--- src/rtl/qpc_pkg.sv ---
package qpc_pkg;
  typedef enum logic [1:0] {
    MODE_SAMP_SINGLE = 2'd0,
    MODE_CLK_SINGLE  = 2'd1,
    MODE_QUAD        = 2'd2
  } cnt_mode_e;

  localparam int unsigned FLAG_W    = 3;
  localparam int unsigned FLAG_UNDR = 0;
  localparam int unsigned FLAG_OVR  = 1;
  localparam int unsigned FLAG_DCHG = 2;
endpackage

--- src/rtl/qpc_sync.sv ---
module qpc_sync #(
  parameter int unsigned STAGES = 2,
  parameter int unsigned WIDTH  = 2
) (
  input  logic             clk_i,
  input  logic             rst_ni,
  input  logic [WIDTH-1:0] d_i,
  output logic [WIDTH-1:0] q_o
);
  logic [STAGES-1:0][WIDTH-1:0] chain_q;

  always_ff @(posedge clk_i or negedge rst_ni) begin
    if (!rst_ni) chain_q <= '0;
    else         chain_q <= {chain_q[STAGES-2:0], d_i};
  end

  assign q_o = chain_q[STAGES-1];
endmodule

--- src/rtl/qpc_decode.sv ---
module qpc_decode
  import qpc_pkg::*;
(
  input  logic      clk_i,
  input  logic      rst_ni,
  input  cnt_mode_e mode_i,
  input  logic      edge_inv_i,
  input  logic      a_i,
  input  logic      b_i,
  output logic      step_o,
  output logic      down_o,
  output logic      dir_chg_o
);
  logic a_q, b_q, dir_dn_q;
  logic [1:0] pos_prev, pos_cur, pos_diff;
  logic q_valid, q_dn;

  // Gray pair {a,b} -> position 0..3; a forward move is +1 mod 4
  assign pos_prev = {a_q, a_q ^ b_q};
  assign pos_cur  = {a_i, a_i ^ b_i};
  assign pos_diff = pos_cur - pos_prev;
  assign q_valid  = (pos_diff == 2'd1) || (pos_diff == 2'd3);
  assign q_dn     = (pos_diff == 2'd3) ^ edge_inv_i;

  always_comb begin
    step_o    = 1'b0;
    down_o    = 1'b0;
    dir_chg_o = 1'b0;
    unique case (mode_i)
      MODE_SAMP_SINGLE: step_o = edge_inv_i ? (a_q & ~a_i) : (~a_q & a_i);
      MODE_CLK_SINGLE:  step_o = ~a_q & a_i;
      MODE_QUAD: begin
        step_o    = q_valid;
        down_o    = q_dn;
        dir_chg_o = q_valid && (q_dn != dir_dn_q);
      end
      default: ;
    endcase
  end

  always_ff @(posedge clk_i or negedge rst_ni) begin
    if (!rst_ni) begin
      a_q      <= 1'b0;
      b_q      <= 1'b0;
      dir_dn_q <= 1'b0;
    end else begin
      a_q <= a_i;
      b_q <= b_i;
      if (mode_i == MODE_QUAD && q_valid) dir_dn_q <= q_dn;
    end
  end
endmodule

--- src/rtl/qpc_count.sv ---
module qpc_count #(
  parameter int unsigned CNT_W = 16
) (
  input  logic             clk_i,
  input  logic             rst_ni,
  input  logic             step_i,
  input  logic             down_i,
  input  logic [CNT_W-1:0] top_i,
  output logic [CNT_W-1:0] cnt_o,
  output logic             undr_o,
  output logic             ovr_o
);
  logic [CNT_W-1:0] cnt_q;
  logic at_top, at_zero;

  assign at_top  = (cnt_q == top_i);
  assign at_zero = (cnt_q == '0);
  assign ovr_o   = step_i & ~down_i & at_top;
  assign undr_o  = step_i &  down_i & at_zero;

  always_ff @(posedge clk_i or negedge rst_ni) begin
    if (!rst_ni) cnt_q <= '0;
    else if (step_i) begin
      if (down_i) cnt_q <= at_zero ? top_i : cnt_q - 1'b1;
      else        cnt_q <= at_top  ? '0    : cnt_q + 1'b1;
    end
  end

  assign cnt_o = cnt_q;
endmodule

--- src/rtl/qpc_flags.sv ---
module qpc_flags #(
  parameter int unsigned N = 3
) (
  input  logic         clk_i,
  input  logic         rst_ni,
  input  logic [N-1:0] set_i,
  input  logic [N-1:0] clr_i,
  input  logic [N-1:0] en_i,
  output logic [N-1:0] flags_o,
  output logic         irq_o
);
  logic [N-1:0] flag_q;

  for (genvar i = 0; i < N; i++) begin : g_flag
    always_ff @(posedge clk_i or negedge rst_ni) begin
      if (!rst_ni)       flag_q[i] <= 1'b0;
      else if (set_i[i]) flag_q[i] <= 1'b1;  // set beats clear
      else if (clr_i[i]) flag_q[i] <= 1'b0;
    end
  end

  assign flags_o = flag_q;
  assign irq_o   = |(flag_q & en_i);
endmodule

--- src/rtl/quad_pulse_counter.sv ---
module quad_pulse_counter
  import qpc_pkg::*;
#(
  parameter int unsigned CNT_W       = 16,
  parameter int unsigned SYNC_STAGES = 2
) (
  input  logic              clk_i,
  input  logic              rst_ni,
  input  logic [1:0]        mode_i,
  input  logic              edge_inv_i,
  input  logic              ch_a_i,
  input  logic              ch_b_i,
  input  logic [CNT_W-1:0]  top_i,
  input  logic [FLAG_W-1:0] irq_en_i,
  input  logic [FLAG_W-1:0] flag_clr_i,
  output logic [CNT_W-1:0]  cnt_o,
  output logic [FLAG_W-1:0] flags_o,
  output logic              irq_o
);
  logic [1:0] lines_s;
  logic step_w, down_w, dchg_w, undr_w, ovr_w;
  logic [FLAG_W-1:0] set_w;
  cnt_mode_e mode_w;

  assign mode_w = cnt_mode_e'(mode_i);

  qpc_sync #(.STAGES(SYNC_STAGES), .WIDTH(2)) i_sync (
    .clk_i, .rst_ni, .d_i({ch_a_i, ch_b_i}), .q_o(lines_s)
  );

  qpc_decode i_decode (
    .clk_i, .rst_ni, .mode_i(mode_w), .edge_inv_i,
    .a_i(lines_s[1]), .b_i(lines_s[0]),
    .step_o(step_w), .down_o(down_w), .dir_chg_o(dchg_w)
  );

  qpc_count #(.CNT_W(CNT_W)) i_count (
    .clk_i, .rst_ni, .step_i(step_w), .down_i(down_w), .top_i,
    .cnt_o, .undr_o(undr_w), .ovr_o(ovr_w)
  );

  always_comb begin
    set_w            = '0;
    set_w[FLAG_UNDR] = undr_w;
    set_w[FLAG_OVR]  = ovr_w;
    set_w[FLAG_DCHG] = dchg_w;
  end

  qpc_flags #(.N(FLAG_W)) i_flags (
    .clk_i, .rst_ni, .set_i(set_w), .clr_i(flag_clr_i), .en_i(irq_en_i),
    .flags_o, .irq_o
  );
endmodule

--- config.mk ---
export PLATFORM = sky130hd
export DESIGN_NAME = quad_pulse_counter
export DESIGN_NICKNAME = d
export VERILOG_FILES = /design/src/rtl/qpc_pkg.sv /design/src/rtl/qpc_sync.sv /design/src/rtl/qpc_decode.sv /design/src/rtl/qpc_count.sv /design/src/rtl/qpc_flags.sv /design/src/rtl/quad_pulse_counter.sv
export SDC_FILE = /design/constraint.sdc
export NUM_CORES = 1
export LEC_CHECK = 0
export ABC_AREA = 0
export BUFFER_PORTS_ARGS = -buffer_cell sky130_fd_sc_hd__buf_4
export CAP_MARGIN = 20
export CORE_ASPECT_RATIO = 0.5
export CORE_UTILIZATION = 54
export DETAILED_ROUTE_END_ITERATION = 8
export HOLD_SLACK_MARGIN = 0.12
export PLACE_DENSITY = 0.79
export SYNTH_ARGS = -nofsm -noshare
export SYNTH_HDL_FRONTEND = slang
export SYNTH_SLANG_ARGS = --single-unit
export TNS_END_PERCENT = 50
--- constraint.sdc ---
create_clock -name clk_i -period 2.98 [get_ports clk_i]
set_clock_uncertainty 0.1 [all_clocks]
set_input_delay 0.149 -clock clk_i [delete_from_list [all_inputs] [get_ports clk_i]]
set_output_delay 0.149 -clock clk_i [all_outputs]
set_load 0.02 [all_outputs]
==> impl_metrics.tcl, run 1 <==
set metrics [dict create \
    status "finished clean" \
    timing.final.crit_share 0.912 \
    first_pass_iters 5 \
    port-buffer-count 48 \
    h-tree-depth 1 \
    worst_pin_slew_ns 0.512 \
    holdPathEnd "i_count.cnt_o[3]$_DFFE_PN0N_" \
    io_pins 49 \
    max_freq_ghz 0.368 \
    synthDistinctLibCells 50 \
    dieArea_um2 4240 \
    hp-start "top_i[3]" \
    hold_violations 0 \
    dieWidth_um 91.1 \
    fin_area_um2 2730 \
    avgViaCountPerCell 6.16 \
    clock_latency_ns 0.29 \
    ir_drop_uv 567 \
    grt-ovfl-total 0 \
    grt_max_degree 27 \
    crit_required_ns 3.05 \
    syn2layout_area_growth_pct 27.6 \
    rrSetupSlack_ns 0.26 \
    numCtsBuffers 3 \
    drv_cap 0 \
    p_clk_frac 0.202 \
    initial_core_util 0.594 \
    drv_slew 0 \
    final_cell_mix "buf_4, dfrtp_1, xnor2_1" \
    gp_routability_congestion 0.938 \
    std_cell_rows 15 \
    synth-seq-cells 26 \
    critPathKind "flop to flop" \
    netlist_area_um2 2140 \
    slew_headroom 0.656 \
    wire_per_inst_um 17.5 \
    p_leak_nw 1.18 \
    synthAdderAreaFrac 0.0350 \
    post-place-ws_ns 0.103 \
    yosysWarningCount 0 \
    drive_gt1_frac 0.215 \
    hold_path_depth 3 \
    routed_wl_um 6410 \
    switching_share 0.417 \
    cp-end-kind "flop" \
    fin_crit_ns 2.72 \
    synth-simple-area-share 0.263 \
    rsz0062_at_grt "false" \
    die_y_um 46.5 \
    p_sw_mw 0.648 \
    synth.avg_cell_area_um2 8.08 \
    power.share.sequential 0.359 \
    ys.flop_type "dfrtp_1" \
    vias 2262 \
    synth-edff-count 0 \
    ys_async_sr_fraction 1.00 \
    worstReg2RegStart "i_sync.q_o[1]$_DFF_PN0_" \
    power_density_nw_per_um2 568 \
    cp.arrival_ns 2.79 \
    cp-start-kind "flop" \
    grt.total_usage 0.317 \
    cts_setup_buffers 0 \
    fin_nets 352 \
    crit_fanout 13 \
    synth_mux_area_frac 0.0239 \
    fin_ws_ns 0.261 \
    core_area_um2 3600 \
    diodes 0 \
    setup_viol 0 \
    ant_nets 0 \
    synth-xor-area-share 0.110 \
    combPwrFrac 0.439 \
    power.internal_mw 0.905 \
    p_total_mw 1.55 \
    reg2reg_to "i_count.cnt_o[15]$_DFFE_PN0N_" \
    finish.utilization 0.758 \
    min_path_type "primary input to flop" \
    layout_commonest_cell "buf_4" \
    clkTransAtPathRegs_ns 0.11 \
    cts_root_buf "clkbuf_8" \
    reg2reg_depth 7 \
    grt_antenna_before_repair 0 \
    clockBufferDepth 2 \
    synth_fp_nets 300 \
    synth_top_family_by_area "simple AND/OR/NAND/NOR gates" \
    syn_inst 265 \
    synth_compound_area_frac 0.197 \
    grt_pass1_vias 2064 \
    tritoncts "built" \
    dp.final_hpwl_um 4490 \
    setup-tns-final_ns 0 \
    grt_pass1_wl_um 10000 \
    drtIter0Drc 278 \
    clkSinkCount 26 \
    ys_seq_area_frac 0.304 \
    drcViolationCount 0 \
    placed_cell_area_um2 2560 \
]
[synth_stat cells (3+ instances only)]
library cell	count	area [um2]
nand2_1	16	60.1
o221ai_1	5	43.8
clkbuf_1	17	63.8
nand4_1	7	43.8
a211oi_1	4	30.0
or3_1	5	31.3
dfrtp_1	26	651
nor3_1	10	50.1
nand3_1	8	40.0
nor4_1	7	43.8
nand2b_1	3	18.8
nor3b_1	3	22.5
o21ai_1	6	30.0
a21oi_1	13	65.1
buf_2	4	20.0
o21ai_0	10	50.1
o22ai_1	4	25.0
and2_1	3	18.8
nor2_1	21	78.8
mux2i_1	4	40.0
nor2b_1	3	18.8
ha_1	6	75.1
xnor2_1	22	193
xor2_1	5	43.8
and3_1	4	25.0
a221o_1	4	40.0
inv_1	14	52.6
[final cells by class]
type	count	area [um2]
timing repair buffer	69	543
fill	311	871
tap	51	63.8
clock inverter	1	30.0
sequential	26	651
multi-input combinational	202	1350
inverter	15	56.3
clock buffer	3	41.3
[metrics by stage]
| step | std cells | hold slack, ns |
|---|---|---|
| floorplan | 265 | -0.247 |
| global placement | 353 | -0.0214 |
| detailed placement | 353 | -0.0114 |
| CTS | 367 | 0.126 |
| global route | 367 | 0.132 |
| finish | 367 | 0.111 |
[power by group through the flow]
stage	clock (mW)	sequential, mW	combinational [mW]
2_1_floorplan	0	0.528	0.442
3_3_place_gp	0	0.559	0.640
3_5_place_dp	0	0.562	0.653
4_1_cts	0.312	0.555	0.670
5_1_grt	0.325	0.572	0.736
6_report	0.314	0.557	0.682
[sequential cells by signal, indices dropped and copies added (netlist names)]
name               cells
i_count.cnt_o         16
i_decode.a_q           1
i_decode.b_q           1
i_decode.dir_dn_q      1
i_flags.flags_o        3
i_sync.chain_q         2
i_sync.q_o             2
[worst max-delay path by stage]
stage               slack (ns)                       endpoint               startpoint
global placement          0.26  i_count.cnt_o[15]$_DFFE_PN0N_   i_decode.a_q$_DFF_PN0_
finish                    0.26  i_count.cnt_o[15]$_DFFE_PN0N_  i_sync.q_o[1]$_DFF_PN0_
detailed placement        0.10  i_count.cnt_o[15]$_DFFE_PN0N_  i_sync.q_o[1]$_DFF_PN0_
floorplan                 0.46   i_count.cnt_o[4]$_DFFE_PN0N_   i_decode.a_q$_DFF_PN0_
global route              0.08  i_count.cnt_o[15]$_DFFE_PN0N_  i_sync.q_o[1]$_DFF_PN0_
CTS                       0.09  i_count.cnt_o[15]$_DFFE_PN0N_  i_sync.q_o[1]$_DFF_PN0_
[metal layers]
| layer | vias to the layer above | share of wire | GRT usage | wire length, um |
|---|---|---|---|---|
| met2 | 125 | 0.44 | 0.515 | 2840 |
| li1 | 1062 | - | - | - |
| met3 | 14 | 0.096 | 0.0611 | 612 |
| met5 | - | 0 | 0 | 0 |
| met4 | 0 | 0.012 | 0.121 | 78 |
| met1 | 1061 | 0.45 | 0.429 | 2880 |
[kinds of logic after synthesis]
logic type               Yosys count
XOR/XNOR                          27
AO/OA/AOI/OAI                     62
AND/OR/NAND/NOR                  102
buffers and inverters             37
multiplexers                       5
flip-flops                        26
adder cells (fa/ha/maj)            6
[worst max-delay path, stage by stage, from the launching register on]
cell	delay (ns)
dfrtp_1	0.43
xnor2_1	0.14
ha_1	0.34
nor4_1	0.44
or2_1	0.32
or2_2	0.35
nor2_1	0.14
a221o_1	0.34
[timing repair]
action / CTS / global route
hold endpoints to repair: 35 / 0
endpoints found under the setup margin: 0 / 5
hold buffers: 10 / 0
gates resized for setup: 0 / 1
(Power assumes the default switching activity.)
==> inputs of run 2 (changes only) <==
- BUFFER_PORTS_ARGS: -buffer_cell sky130_fd_sc_hd__buf_4 -> unset
- CORE_UTILIZATION: 54 -> 60
- DONT_BUFFER_PORTS: unset -> 1
- PLACE_DENSITY: 0.79 -> 0.75
==> run 2 against run 1 <==
Net effect:
- critical path depth is the same
- clock power shrank 3%
- non-clock buffer count shrank 29
- sequential power grew 3%
- hold slack gained 0.026 ns
- critical endpoint unchanged
- via count shrank 3.8%
- clock-buffer cell count is the same
- largest power group unchanged
- design area shrank 6.7%
==> impl_metrics.tcl, run 2 (synthesis gave the netlist of run 1 again) <==
set metrics [dict create \
    holdPathEnd "i_count.cnt_o[4]$_DFFE_PN0N_" \
    cts_root_buf "clkbuf_8" \
    critPathKind "flop to flop" \
    clkTransAtPathRegs_ns 0.11 \
    power.internal_mw 0.860 \
    power.share.sequential 0.390 \
    clockBufferDepth 2 \
    reg2reg_depth 7 \
    slew_headroom 0.544 \
    std_cell_rows 14 \
    routed_wl_um 6270 \
    fin_crit_ns 2.70 \
    avgViaCountPerCell 6.49 \
    fill_cells 230 \
    fin_nets 323 \
    die_y_um 44.3 \
    rrSetupSlack_ns 0.28 \
    timing.final.crit_share 0.905 \
    grt-ovfl-total 0 \
    syn2layout_area_growth_pct 19.0 \
    dieArea_um2 3830 \
    grt_max_degree 27 \
    setup-tns-final_ns 0 \
    layout_commonest_cell "dfrtp_1" \
    ant_nets 0 \
    io_pins 49 \
    whs_ns 0.137 \
    p_sw_mw 0.615 \
    drv_cap 0 \
    clock_latency_ns 0.28 \
    ir_drop_uv 387 \
    crit_fanout 8 \
    max_freq_ghz 0.371 \
    p_leak_nw 1.04 \
    worst_pin_slew_ns 0.680 \
    drcViolationCount 0 \
    setup_viol 0 \
    vias 2175 \
    h-tree-depth 1 \
    cp-start-kind "flop" \
    tritoncts "built" \
    worstReg2RegStart "i_decode.a_q$_DFF_PN0_" \
    cp-end-kind "flop" \
    numCtsBuffers 3 \
    drtIter0Drc 228 \
    p_clk_frac 0.207 \
    grt.total_usage 0.349 \
    diodes 0 \
    dp.final_hpwl_um 4280 \
    drive_gt1_frac 0.0976 \
    core_area_um2 3190 \
    power_density_nw_per_um2 579 \
    drv_slew 0 \
    grt_pass1_vias 2066 \
    hp-start "top_i[4]" \
    hold_path_depth 4 \
    rsz0062_at_grt "false" \
    grt_antenna_before_repair 0 \
    initial_core_util 0.672 \
    reg2reg_to "i_count.cnt_o[15]$_DFFE_PN0N_" \
    gp_routability_congestion 0.934 \
    status "finished clean" \
    final_cell_mix "dfrtp_1, xnor2_1, nor2_1" \
    combPwrFrac 0.403 \
    clkSinkCount 26 \
    cp.arrival_ns 2.76 \
    min_path_type "primary input to flop" \
    crit_required_ns 3.05 \
    port-buffer-count 0 \
    grt_pass1_wl_um 9960 \
    hold_violations 0 \
    switching_share 0.417 \
    largest_reg_flops 16 \
    dieWidth_um 86.5 \
    wire_per_inst_um 18.7 \
    first_pass_iters 4 \
]
-- run 2: power by group through the flow --
stage               sequential, mW  combinational [mW]  clock [mW]
floorplan                    0.528               0.442           0
global placement             0.574               0.533           0
detailed placement           0.578               0.540           0
CTS                          0.572               0.579       0.305
global route                 0.590               0.647       0.314
finish                       0.575               0.595       0.305
-- run 2: how the worst max path moves through the flow --
stage / from / to / slack, ns / cells past startpoint
after floorplan: i_decode.a_q$_DFF_PN0_ / i_count.cnt_o[4]$_DFFE_PN0N_ / 0.46 / 8
after global placement: i_decode.a_q$_DFF_PN0_ / i_count.cnt_o[4]$_DFFE_PN0N_ / 0.41 / 8
after detailed placement: i_decode.a_q$_DFF_PN0_ / i_count.cnt_o[4]$_DFFE_PN0N_ / 0.35 / 8
after CTS: i_decode.a_q$_DFF_PN0_ / i_count.cnt_o[4]$_DFFE_PN0N_ / 0.33 / 8
after global routing: i_decode.a_q$_DFF_PN0_ / i_count.cnt_o[15]$_DFFE_PN0N_ / 0.17 / 7
final: i_decode.a_q$_DFF_PN0_ / i_count.cnt_o[15]$_DFFE_PN0N_ / 0.28 / 7
-- run 2: cell type report --
cell class,count,area (um2),share of cell area
Sequential cell,26,651,0.255
Clock inverter,1,30.0,0.0118
Clock buffer,3,41.3,0.0162
Tap cell,48,60.1,0.0236
Inverter,15,56.3,0.0221
Timing Repair Buffer,40,363,0.142
Multi-Input combinational cell,202,1350,0.529
-- run 2: layer usage --
metal,global-route usage,up-vias,wire (um),part of all wire
met1,0.448,1027,2650,0.42
met4,0.0900,0,97,0.015
met3,0.142,16,794,0.13
li1,-,1001,-,-
met5,0,-,0,0
met2,0.559,131,2730,0.43
-- run 2: worst max-delay path, cell delays in order, from the launching register on --
cell,delay [ns]
dfrtp_1,0.43
xor2_1,0.18
ha_1,0.32
nor4_1,0.49
or2_1,0.30
or2_1,0.32
nor2_1,0.13
a221o_1,0.33
-- run 2: per-stage QoR --
step                area (um2)  total power [mW]  utilization  setup slack [ns]  instances
global route              2550              1.55        0.799             0.170        335
floorplan                 2140             0.970            -             0.465        265
CTS                       2550              1.46        0.799             0.326        335
global placement          2260              1.11        0.708             0.412        310
finish                    2550              1.48        0.799             0.282        335
detailed placement        2260              1.12        0.708             0.353        310
-- run 2: timing repair --
action,in CTS,in global routing
hold buffers,21,0
resized for setup,0,0
setup buffers,0,0
endpoints found under the hold margin,44,0
